<file path="src/rtl/tmr_pkg.sv">
package tmr_pkg;
  localparam logic [1:0] MODE_PWM    = 2'b10;
  localparam logic [1:0] MODE_TIMER  = 2'b11;
  localparam logic [1:0] OUT_LOW     = 2'b00;
  localparam logic [1:0] OUT_HIGH    = 2'b01;
  localparam logic [1:0] OUT_WAVE    = 2'b10;
  localparam logic [1:0] OUT_LOW_ALT = 2'b11;

  // Strobes from control to datapath
  typedef struct packed {
    logic advance;  // count this edge
    logic wrap;     // period ends on this edge
  } tmrStrobe_t;
endpackage

</file>
<file path="src/rtl/tmr_datapath.sv">
module tmr_datapath
  import tmr_pkg::*;
#(
  parameter int CNT_W = 16,
  parameter int CRS_W = 8
) (
  input  logic             clk,
  input  logic             rst,
  input  tmrStrobe_t       strobe,
  input  logic [CRS_W-1:0] coarseIn,
  input  logic [CNT_W-1:0] fineIn,
  input  logic             swapIn,
  output logic [CNT_W-1:0] count,
  output logic [CRS_W-1:0] coarseSh,
  output logic [CNT_W-1:0] fineSh,
  output logic             swapSh
);
  always_ff @(posedge clk) begin
    if (rst) begin
      count    <= '0;
      coarseSh <= coarseIn;
      fineSh   <= fineIn;
      swapSh   <= swapIn;
    end else if (strobe.advance) begin
      if (strobe.wrap) begin
        count    <= '0;
        coarseSh <= coarseIn;
        fineSh   <= fineIn;
        swapSh   <= swapIn;
      end else begin
        count <= count + 1'b1;
      end
    end
  end
endmodule

</file>
<file path="src/rtl/tmr_control.sv">
module tmr_control
  import tmr_pkg::*;
#(
  parameter int CNT_W = 16,
  parameter int CRS_W = 8
) (
  input  logic             clk,
  input  logic             rst,
  input  logic             tick,
  input  logic [1:0]       modeSel,
  input  logic [1:0]       outCtl,
  input  logic             activeHigh,
  input  logic             invertOut,
  input  logic [CNT_W-1:0] count,
  input  logic [CRS_W-1:0] coarseSh,
  input  logic [CNT_W-1:0] fineSh,
  input  logic             swapSh,
  output tmrStrobe_t       strobe,
  output logic             pwmOut,
  output logic             pinEn,
  output logic             fineHit,
  output logic             coarseHit
);
  localparam int EXT_W = CNT_W + 1;
  localparam int SHIFT = CNT_W - CRS_W;
  localparam logic [EXT_W-1:0] FULL = {1'b1, {CNT_W{1'b0}}};

  logic [EXT_W-1:0] coarseEff, fineEff, periodVal, dutyVal, countNext;
  logic             inDuty, waveLvl;

  // Zero codes stand for a full 2^CNT_W span
  always_comb begin
    coarseEff = (coarseSh == '0) ? FULL : (EXT_W'(coarseSh) << SHIFT);
    fineEff   = (fineSh == '0)   ? FULL : EXT_W'(fineSh);
    periodVal = swapSh ? fineEff   : coarseEff;
    dutyVal   = swapSh ? coarseEff : EXT_W'(fineSh);
    countNext = EXT_W'(count) + 1'b1;
  end

  always_comb begin
    strobe.advance = tick;
    strobe.wrap    = (countNext == periodVal);
  end

  always_ff @(posedge clk) begin
    if (rst) begin
      fineHit   <= 1'b0;
      coarseHit <= 1'b0;
    end else begin
      fineHit   <= tick && (countNext == fineEff);
      coarseHit <= tick && (countNext == coarseEff);
    end
  end

  always_comb begin
    inDuty  = (EXT_W'(count) < dutyVal);
    waveLvl = (inDuty ? activeHigh : ~activeHigh) ^ invertOut;
    pinEn   = (modeSel == MODE_PWM);
    pwmOut  = 1'b0;
    if (pinEn) begin
      case (outCtl)
        OUT_WAVE:             pwmOut = waveLvl;
        OUT_HIGH:             pwmOut = 1'b1;
        OUT_LOW, OUT_LOW_ALT: pwmOut = 1'b0;
        default:              pwmOut = 1'b0;
      endcase
    end
  end
endmodule

</file>
<file path="src/rtl/swap_pwm_timer.sv">
module swap_pwm_timer
  import tmr_pkg::*;
#(
  parameter int CNT_W = 16,
  parameter int CRS_W = 8
) (
  input  logic             clk,
  input  logic             rst,
  input  logic             tick,
  input  logic [1:0]       modeSel,
  input  logic [1:0]       outCtl,
  input  logic             activeHigh,
  input  logic             invertOut,
  input  logic             swapSel,
  input  logic [CRS_W-1:0] coarseReg,
  input  logic [CNT_W-1:0] fineReg,
  output logic             pwmOut,
  output logic             pinEn,
  output logic             fineHit,
  output logic             coarseHit
);
  tmrStrobe_t       strobe;
  logic [CNT_W-1:0] count;
  logic [CRS_W-1:0] coarseSh;
  logic [CNT_W-1:0] fineSh;
  logic             swapSh;

  tmr_datapath #(.CNT_W(CNT_W), .CRS_W(CRS_W)) u_dp (
    .clk(clk), .rst(rst), .strobe(strobe),
    .coarseIn(coarseReg), .fineIn(fineReg), .swapIn(swapSel),
    .count(count), .coarseSh(coarseSh), .fineSh(fineSh), .swapSh(swapSh)
  );

  tmr_control #(.CNT_W(CNT_W), .CRS_W(CRS_W)) u_ctl (
    .clk(clk), .rst(rst), .tick(tick), .modeSel(modeSel), .outCtl(outCtl),
    .activeHigh(activeHigh), .invertOut(invertOut),
    .count(count), .coarseSh(coarseSh), .fineSh(fineSh), .swapSh(swapSh),
    .strobe(strobe), .pwmOut(pwmOut), .pinEn(pinEn),
    .fineHit(fineHit), .coarseHit(coarseHit)
  );
endmodule

</file>
<file path="config.mk">
export PLATFORM = sky130hd
export DESIGN_NAME = swap_pwm_timer
export DESIGN_NICKNAME = d
export VERILOG_FILES = /design/src/rtl/tmr_pkg.sv /design/src/rtl/tmr_datapath.sv /design/src/rtl/tmr_control.sv /design/src/rtl/swap_pwm_timer.sv
export SDC_FILE = /design/constraint.sdc
export NUM_CORES = 1
export LEC_CHECK = 0
export ABC_AREA = 1
export CAP_MARGIN = 20
export CORE_UTILIZATION = 51
export CTS_CLUSTER_SIZE = 30
export DETAILED_ROUTE_END_ITERATION = 7
export PLACE_DENSITY = 0.85
export SYNTH_ARGS = -nofsm -noshare
export SYNTH_HDL_FRONTEND = slang
export SYNTH_HIERARCHICAL = 1
export SYNTH_SLANG_ARGS = --single-unit
</file>
<file path="constraint.sdc">
create_clock -name clk -period 2.8 [get_ports clk]
set_clock_uncertainty 0.1 [all_clocks]
set_input_delay 0.42 -clock clk [delete_from_list [all_inputs] [get_ports clk]]
set_output_delay 0.42 -clock clk [all_outputs]
set_load 0.02 [all_outputs]
</file>
# ---- Word-level counts from Yosys, hierarchy flattened
# Cells that the tools add are included.
dict set report op_classes {
  add_sub_neg 2
  order_cmp 1
  eq_ne 7
  muxes 17
  bitwise 2
  n_reduce_logical 9
}
# operator n
set ops {}
lappend ops {{$mux W17} 4}
lappend ops {{$mux W16} 4}
lappend ops {{$eq A17 B17 Y1} 3}
lappend ops {{$mux W8} 3}
lappend ops {{$add A16 B1 Y17 const B} 1}
lappend ops {{$lt A16 B17 Y1} 1}
lappend ops {{$add A16 B1 Y16 const B} 1}
lappend ops {{$logic_not A16 Y1} 1}
lappend ops {{$logic_not A8 Y1} 1}
lappend ops {{$eq A2 B2 Y1 const B} 3}
lappend ops {{$mux W1} 5}
lappend ops {{$reduce_bool A2 Y1} 2}
lappend ops {{$pmux W1 S3} 1}
lappend ops {{$eq A2 B1 Y1 const B} 1}
lappend ops {{$logic_and A1 B1 Y1} 2}
lappend ops {{$logic_not A2 Y1} 1}
lappend ops {{$reduce_and A2 Y1} 1}
lappend ops {{$reduce_or A2 Y1} 1}
lappend ops {{$not A1 Y1} 1}
lappend ops {{$xor A1 B1 Y1} 1}
dict set report totals {
  register_bits 43
  in_bits 34
  output_inout_bits 4
}

# ---- Longest topological paths before layout
# Gate-level depths: netlist of the first run.
dict set report logic_depth {
  word_depth 8
  mapped_depth 19
}

# ---- Hierarchy
# Netlist of the first run, hierarchy kept.
# mod n_inst cells_each area_per_inst_um2
set by_module_without_submodules {}
lappend by_module_without_submodules {tmr_control 1 322 1679.1}
lappend by_module_without_submodules {tmr_datapath 1 136 1525.2}

# ---- Worst setup path before layout of the first run
# Ideal clock, no wire load.
dict set report synth_path {
  path_type {register to register}
  startpoint {register u_dp.count[0]}
  endpoint {register u_dp.coarseSh[0], enable pin}
  setup_ns 0.382
  arrival_time_ns 2.434
  path_slack_ns -0.116
  path_stages_with_launch 13
  n_path_buf 0
  synth_period_minus_slack_ns 2.916
  cell_sequence {dfxtp_1 ha_1 nand2_1 nor2_4 nand3_1 xnor3_2 nor2_1 nand3_1 nor2_1 nor2_1 nor2_1 a21oi_1 inv_1}
}
# element line
set synth_rtl {}
lappend synth_rtl {{start, declared} tmr_datapath.sv:13} ;# output logic [CNT_W-1:0] count,
lappend synth_rtl {{start signal, assigned} tmr_datapath.sv:31} ;# count <= count + 1'b1;
lappend synth_rtl {{end signal, assigned} tmr_datapath.sv:21} ;# coarseSh <= coarseIn;
lappend synth_rtl {{end signal, assigned} tmr_datapath.sv:27} ;# coarseSh <= coarseIn;
lappend synth_rtl {{end, declared} tmr_datapath.sv:14} ;# output logic [CRS_W-1:0] coarseSh,

# ---- Worst setup path in the final report of the first run
dict set report layout_path {
  startpoint {register u_dp.swapSh}
  endpoint {output port pwmOut}
}
dict set report layout_via {
  elab_chain_cells 6
}
# element line
set layout_rtl {}
lappend layout_rtl {{start, declared} tmr_datapath.sv:16} ;# output logic swapSh
lappend layout_rtl {{start signal, assigned} tmr_datapath.sv:23} ;# swapSh <= swapIn;
lappend layout_rtl {{start signal, assigned} tmr_datapath.sv:29} ;# swapSh <= swapIn;
lappend layout_rtl {{$mux W17} tmr_control.sv:36} ;# dutyVal = swapSh ? coarseEff : EXT_W'(fineSh);
lappend layout_rtl {{$lt A16 B17 Y1} tmr_control.sv:56} ;# inDuty = (EXT_W'(count) < dutyVal);
lappend layout_rtl {{$mux W1} tmr_control.sv:57} ;# waveLvl = (inDuty ? activeHigh : ~activeHigh) ^ invertOut;
lappend layout_rtl {{$xor A1 B1 Y1} tmr_control.sv:57}
lappend layout_rtl {{$pmux W1 S3} tmr_control.sv:61} ;# case (outCtl)
lappend layout_rtl {{$mux W1} tmr_control.sv:60} ;# if (pinEn) begin
lappend layout_rtl {{end, declared} swap_pwm_timer.sv:17} ;# output logic pwmOut,
# Every way passes these cells.

==> results.sh, run 1 <==
export IMPL_worst_ir_drop_vdd_mv=0.2256
export IMPL_grt_use_total_pct=25.82
export IMPL_postCtsHoldBufs=0
export IMPL_pre_cts_ws_ns=-0.1767
export IMPL_violations="setup timing"
export IMPL_area_delta_synth_final_pct=25.50
export IMPL_fin_crit_ns=2.869
export IMPL_final_nets=571
export IMPL_cts_sinks=43
export IMPL_synth_commonest_cells="140 x nand2_1, 62 x nor2_1, 49 x inv_1"
export IMPL_dieArea_um2=6604
export IMPL_cts_root_buf="clkbuf_8"
export IMPL_avgSynthCellArea_um2=6.996
export IMPL_routed_via_density=5.570
export IMPL_crit_fanout=14
export IMPL_multi_input_area_um2=1923
export IMPL_dr_pass1_iters=5
export IMPL_cp_start_kind="flop"
export IMPL_maxCapViolCount=0
export IMPL_num_rows=28
export IMPL_antenna_left=0
export IMPL_dp_cells=587
export IMPL_final_core_utilization_pct=67.13
export IMPL_htreeDepth=2
export IMPL_critPathRequiredTime_ns=2.28
export IMPL_synth_edf_count=25
export IMPL_fin_area_um2=4021
export IMPL_antenna_cells=0
export IMPL_rrSetupSlack_ns=0.15
export IMPL_regArea_um2=1124
export IMPL_ys_flop_type="edfxtp_1"
export IMPL_regToRegStartpoint="u_dp/count[6]"
export IMPL_core_um2=5991
export IMPL_clk_path_buf_depth=2
export IMPL_yosysWarnings=6
export IMPL_drc_errors=0
export IMPL_vias=3314
export IMPL_max_clock_freq_ghz=0.3486
export IMPL_rsz0062_at_grt="true"
export IMPL_seq_area_frac_synth_pct=34.67
export IMPL_pin_count=38
export IMPL_yosysTopAreaCell="edfxtp_1"
export IMPL_wl_mm=8.175
export IMPL_cts_setup_buffers=0
export IMPL_first_global_vias=3014
export IMPL_grt_max_degree=17
export IMPL_dpl_cell_area_um2=3834
export IMPL_whs_path_depth=2
export IMPL_slew_viol_final=0
export IMPL_crit_type="flop to output pin"
export IMPL_cts_inserted_buffers=5
export IMPL_dr_first_iter_drc_count=397
export IMPL_die_h_um=81.27
export IMPL_min_to="u_dp/count[4]"
export IMPL_initial_core_util_pct=53.49
export IMPL_synthTopCellsByArea="edfxtp_1 23%, nand2_1 16%, dfxtp_1 11%, nor2_1 7.3%, nand3_1 7.2%"
export IMPL_power_density_nw_per_um2=355.4
export IMPL_dp_hpwl_mm=6.349
export IMPL_synth_area_um2=3204
export IMPL_port_buffers=37
export IMPL_gr_total_overflow=0
export IMPL_synthCells=458
export IMPL_yosys_cell_types_count=37
export IMPL_r2r_end="u_dp/fineSh[14]"
export IMPL_min_from="u_dp/count[4]"
export IMPL_cts_clk_slew_worst_paths_ns=0.09
export IMPL_ys_ff_latch=43
export IMPL_syn_nets=510
export IMPL_period_share_pct=102.5
export IMPL_ff2ff_path_depth=13
export IMPL_end_kind="output pin"
export IMPL_final_layout_size_suffix_gt1_share_pct=15.38
export IMPL_worst_slew_pin_slew_ns=0.3717
export IMPL_hp_class="flop to flop"
export IMPL_die_w_um=81.27
export IMPL_wl_per_cell_um=13.74
export IMPL_grt_pass1_wl_mm=12.96
export IMPL_relSlewSlack_pct=75.14
export IMPL_gp_congestion=0.9517
export IMPL_clk_latency_ns=0.30
export IMPL_setup_violations_final=1
export IMPL_antenna_found_initial=0
export IMPL_finalWorstSetupSlack_ns=-0.06878
export IMPL_async_flop_share_pct=0
export IMPL_leakagePower_nw=1.722
export IMPL_layout_cells_non_filler=595
export IMPL_crit_arrival_ns=2.35
export IMPL_fillers=462
export IMPL_synth_top_area_share_pct=23.43
export IMPL_outcome="finished, violations left"
export IMPL_hold_viol=0
export IMPL_cts_tree="done"
export IMPL_synth_most_common_cell="nand2_1"
routing by layer:
layer,wire length (µm),global-route usage [%],part of all wire (%),vias to the layer above
met5,0,0,0,-
met4,189,10.36,2.3,0
met3,477,4.270,5.8,25
met2,4021,44.92,49,143
met1,3487,31.35,43,1518
li1,-,-,-,1628
worst max-delay path by stage:
stage | from | to | slack, ns | depth (start not counted)
2_1_floorplan | u_dp/count[1] | u_dp/coarseSh[0] | 0.06 | 14
3_3_place_gp | u_dp/swapSh | pwmOut | -0.12 | 12
3_5_place_dp | u_dp/swapSh | pwmOut | -0.18 | 12
4_1_cts | u_dp/swapSh | pwmOut | -0.01 | 16
5_1_grt | u_dp/swapSh | pwmOut | -0.23 | 12
6_report | u_dp/swapSh | pwmOut | -0.07 | 13
state kept, by name, indices dropped and copies added, names as in the netlist:
signal,cells
u_dp/count,16
u_ctl/coarseHit,1
u_dp/fineSh,16
u_dp/swapSh,1
u_dp/coarseSh,8
u_ctl/fineHit,1
cells by family after synthesis:
logic type / count (synthesis) / share of synthesized area [%]
flops: 43 / 34.67
compound gates: 43 / 7.693
buf+inv: 57 / 7.263
xor+xnor: 9 / 3.787
simple gates: 288 / 39.55
fa+ha+maj: 18 / 7.029
metrics by stage:
step | power (mW) | hold slack [ns] | setup TNS, ns
2_1_floorplan | 0.8432 | 0.4124 | 0
3_3_place_gp | 0.9373 | 0.4332 | -0.1182
3_5_place_dp | 0.9469 | 0.4433 | -0.1767
4_1_cts | 1.431 | 0.4571 | -0.009944
5_1_grt | 1.505 | 0.4797 | -0.2456
6_report | 1.429 | 0.4502 | -0.06878
critical path, cell delays in order, from the launching register on:
cell and delay (ns):
edfxtp_1 0.43, buf_6 0.18, nand2_1 0.07, o21ai_1 0.06, ha_1 0.29, a21oi_1 0.20
o21a_1 0.15, nand3_1 0.09, nand3b_1 0.11, nand2_1 0.06, nand2_1 0.05, nand3_1 0.07
a21boi_1 0.13, buf_4 0.16
power by group:
group,switching [mW],leakage [nW],internal (mW)
clock network,0.225,0.0600,0.258
registers,0.0206,0.395,0.697
logic,0.115,1.27,0.113
total,0.361,1.72,1.07
final cells by class:
class                      instances  area share, %
clock buffer                       7          2.676
tap                               75          2.334
multi-input combinational        358          47.82
inverter                          51          4.854
sequential                        43          27.94
timing repair buffer              60          14.16
clock inverter                     1         0.2178
cell usage in the layout, fill, tap and decap left out, drive strengths merged, types with 18 or more instances in the layout:
master,n
dfxtp,18
nor2,72
inv,51
buf,24
nand3,46
nand2,143
o21ai,18
ha,18
clkdlybuf4s50,36
edfxtp,25
timing repair:
| action | 4_1_cts | 5_1_grt |
|---|---|---|
| resized for setup | 16 | 24 |
| endpoints found under the setup margin | 1 | 42 |
| pin swaps | 1 | 1 |
Note: power is estimated with default switching activity, not from simulation.
==> inputs of run 2 (changes only) <==
--- a/config.mk
+++ b/config.mk
@@ -7,10 +7,10 @@
 export LEC_CHECK = 0
 export ABC_AREA = 1
 export CAP_MARGIN = 20
-export CORE_UTILIZATION = 51
+export CORE_UTILIZATION = 55
 export CTS_CLUSTER_SIZE = 30
 export DETAILED_ROUTE_END_ITERATION = 7
-export PLACE_DENSITY = 0.85
+export PLACE_DENSITY = 0.87
 export SYNTH_ARGS = -nofsm -noshare
 export SYNTH_HDL_FRONTEND = slang
 export SYNTH_HIERARCHICAL = 1
==> constraint.sdc (replaced) <==
create_clock -name clk -period 3.23 [get_ports clk]
set_clock_uncertainty 0.1 [all_clocks]
set_input_delay 0.4845 -clock clk [delete_from_list [all_inputs] [get_ports clk]]
set_output_delay 0.4845 -clock clk [all_outputs]
set_load 0.02 [all_outputs]
==> run 2 against run 1 <==
Effect of this change:
- the flow now finishes without violations
- routed wire length fell by 0.94%
- worst setup slack improved by 0.34 ns
- count of clock-buffer cells in the layout fell by 1
- critical path type unchanged
- critical endpoint unchanged
==> results.sh, run 2 (synthesized netlist as in run 1, its figures left out) <==
export IMPL_final_nets=559
export IMPL_slew_viol_final=0
export IMPL_clk_path_buf_depth=2
export IMPL_cts_root_buf="clkbuf_8"
export IMPL_largest_registers="u_dp/count (16), u_dp/fineSh (16), u_dp/coarseSh (8)"
export IMPL_vias=3186
export IMPL_dr_first_iter_drc_count=264
export IMPL_port_buffers=37
export IMPL_antenna_left=0
export IMPL_critPathRequiredTime_ns=2.65
export IMPL_setup_violations_final=0
export IMPL_final_layout_size_suffix_gt1_share_pct=8.071
export IMPL_leakagePower_nw=1.637
export IMPL_crit_arrival_ns=2.37
export IMPL_dieArea_um2=6136
export IMPL_antenna_found_initial=0
export IMPL_wl_per_cell_um=13.96
export IMPL_rsz0062_at_grt="false"
export IMPL_core_um2=5574
export IMPL_dp_cells=572
export IMPL_die_w_um=78.33
export IMPL_first_global_vias=2937
export IMPL_cts_tree="done"
export IMPL_postCtsHoldBufs=0
export IMPL_worst_hold_slack_ns=0.4546
export IMPL_grt_max_degree=19
export IMPL_antenna_cells=0
export IMPL_dpl_cell_area_um2=3719
export IMPL_final_cell_mix="140 x nand2_1, 62 x nor2_1, 49 x inv_1"
export IMPL_pre_cts_ws_ns=0.1947
export IMPL_cpMaxStageDelayCell="edfxtp_1"
export IMPL_cts_sinks=43
export IMPL_drc_errors=0
export IMPL_crit_fanout=18
export IMPL_pin_count=38
export IMPL_cp_top_family="simple AND/OR/NAND/NOR gates"
export IMPL_power_density_nw_per_um2=302.1
export IMPL_finalPower_mw=1.149
export IMPL_wl_mm=8.098
export IMPL_cts_resized=1
export IMPL_clk_latency_ns=0.30
export IMPL_htreeDepth=2
export IMPL_dr_pass1_iters=5
export IMPL_cts_clk_slew_worst_paths_ns=0.09
export IMPL_timing_critical_path_mode_cell="nand2_1"
export IMPL_hold_viol=0
export IMPL_worst_ir_drop_vdd_mv=0.2066
export IMPL_whs_path_depth=2
export IMPL_relSlewSlack_pct=72.73
export IMPL_crit_cells=15
export IMPL_max_clock_freq_ghz=0.3381
export IMPL_crit_type="flop to output pin"
export IMPL_fin_crit_ns=2.958
export IMPL_cp_start_kind="flop"
export IMPL_gr_total_overflow=0
export IMPL_num_rows=27
export IMPL_grt_use_total_pct=28.11
export IMPL_initial_core_util_pct=57.49
export IMPL_end_kind="output pin"
export IMPL_worst_slew_pin_slew_ns=0.4085
export IMPL_outcome="completed"
export IMPL_layout_cells_non_filler=580
export IMPL_cts_setup_buffers=0
export IMPL_maxCapViolCount=0
export IMPL_hp_class="flop to flop"
export IMPL_cts_inserted_buffers=5
export IMPL_final_common_cell="nand2_1"
export IMPL_period_share_pct=91.58
export IMPL_ff2ff_path_depth=12
export IMPL_fin_area_um2=3802
export IMPL_path_cells="buf_4, o21ai_0, ha_1, nand2_1, inv_1, nand2_1, nand2_1, nand2_1, nand4_1, nand2_1, nand2_1, nand2_1, nand3_1, a21boi_0, clkbuf_2"
export IMPL_dp_hpwl_mm=6.272
export IMPL_final_core_utilization_pct=68.22
export IMPL_area_delta_synth_final_pct=18.66
export IMPL_grt_pass1_wl_mm=13.32
export IMPL_finalWorstSetupSlack_ns=0.2720
export IMPL_critical_path_buf_inv_count=3
export IMPL_finalSetupTns_ns=0
export IMPL_routed_via_density=5.493
export IMPL_max_stage_delay_ns=0.40
export IMPL_gp_congestion=0.9387
export IMPL_die_h_um=78.33
## run 2: cell count changes in the layout (fill, tap and decap cells not counted), sizes merged
cell,before,now
buf,24,11
clkinv,0,2
clkinvlp,1,0
## run 2: cell type report
cell class | instances | area (µm²)
Clock buffer | 6 | 72.57
Clock inverter | 2 | 13.76
Fill cell | 475 | 1772
Inverter | 51 | 191.4
Multi-Input combinational cell | 358 | 1861
Sequential cell | 43 | 1114
Tap cell | 72 | 90.09
Timing Repair Buffer | 48 | 460.4
## run 2: worst reg2reg max path, delay by kind of cell, from the launching register on
family                    cells  cell delay [ns]
AOI/OAI and AO/OA             1             0.13
buffers and inverters         3             0.54
DFF                           1             0.58
xor gates and xnor gates      1             0.30
and+or+nand+nor               7             0.99
## run 2: report_power, final
group / internal [mW] / switching [mW]
logic: 0.0874 / 0.0917
registers: 0.604 / 0.0182
clock network: 0.153 / 0.194
total: 0.845 / 0.304
## run 2: path summary, 6_finish.rpt
kind,endpoint,slack (ns),start
setup reg to reg,u_dp/coarseSh[1],0.31,u_dp/count[3]
hold / removal,u_dp/count[9],0.45,u_dp/count[9]
setup / recovery,pwmOut,0.27,u_dp/swapSh
hold reg to reg,u_dp/count[9],0.45,u_dp/count[9]
## run 2: layer usage
layer  part of all wire, %  vias to the layer above  track usage [%]
li1                      -                     1605                -
met1                    43                     1440            34.89
met2                    47                      130            47.89
met3                   8.5                       11            6.163
met4                   1.4                        0            9.815
met5                     0                        -                0
==> inputs of run 3 (changes only) <==
--- a/config.mk
+++ b/config.mk
@@ -15,3 +15,4 @@
 export SYNTH_HDL_FRONTEND = slang
 export SYNTH_HIERARCHICAL = 1
 export SYNTH_SLANG_ARGS = --single-unit
+export TNS_END_PERCENT = 1
==> results of run 3 <==
No change in the layout: final DEF, timing and power equal those of run 2.
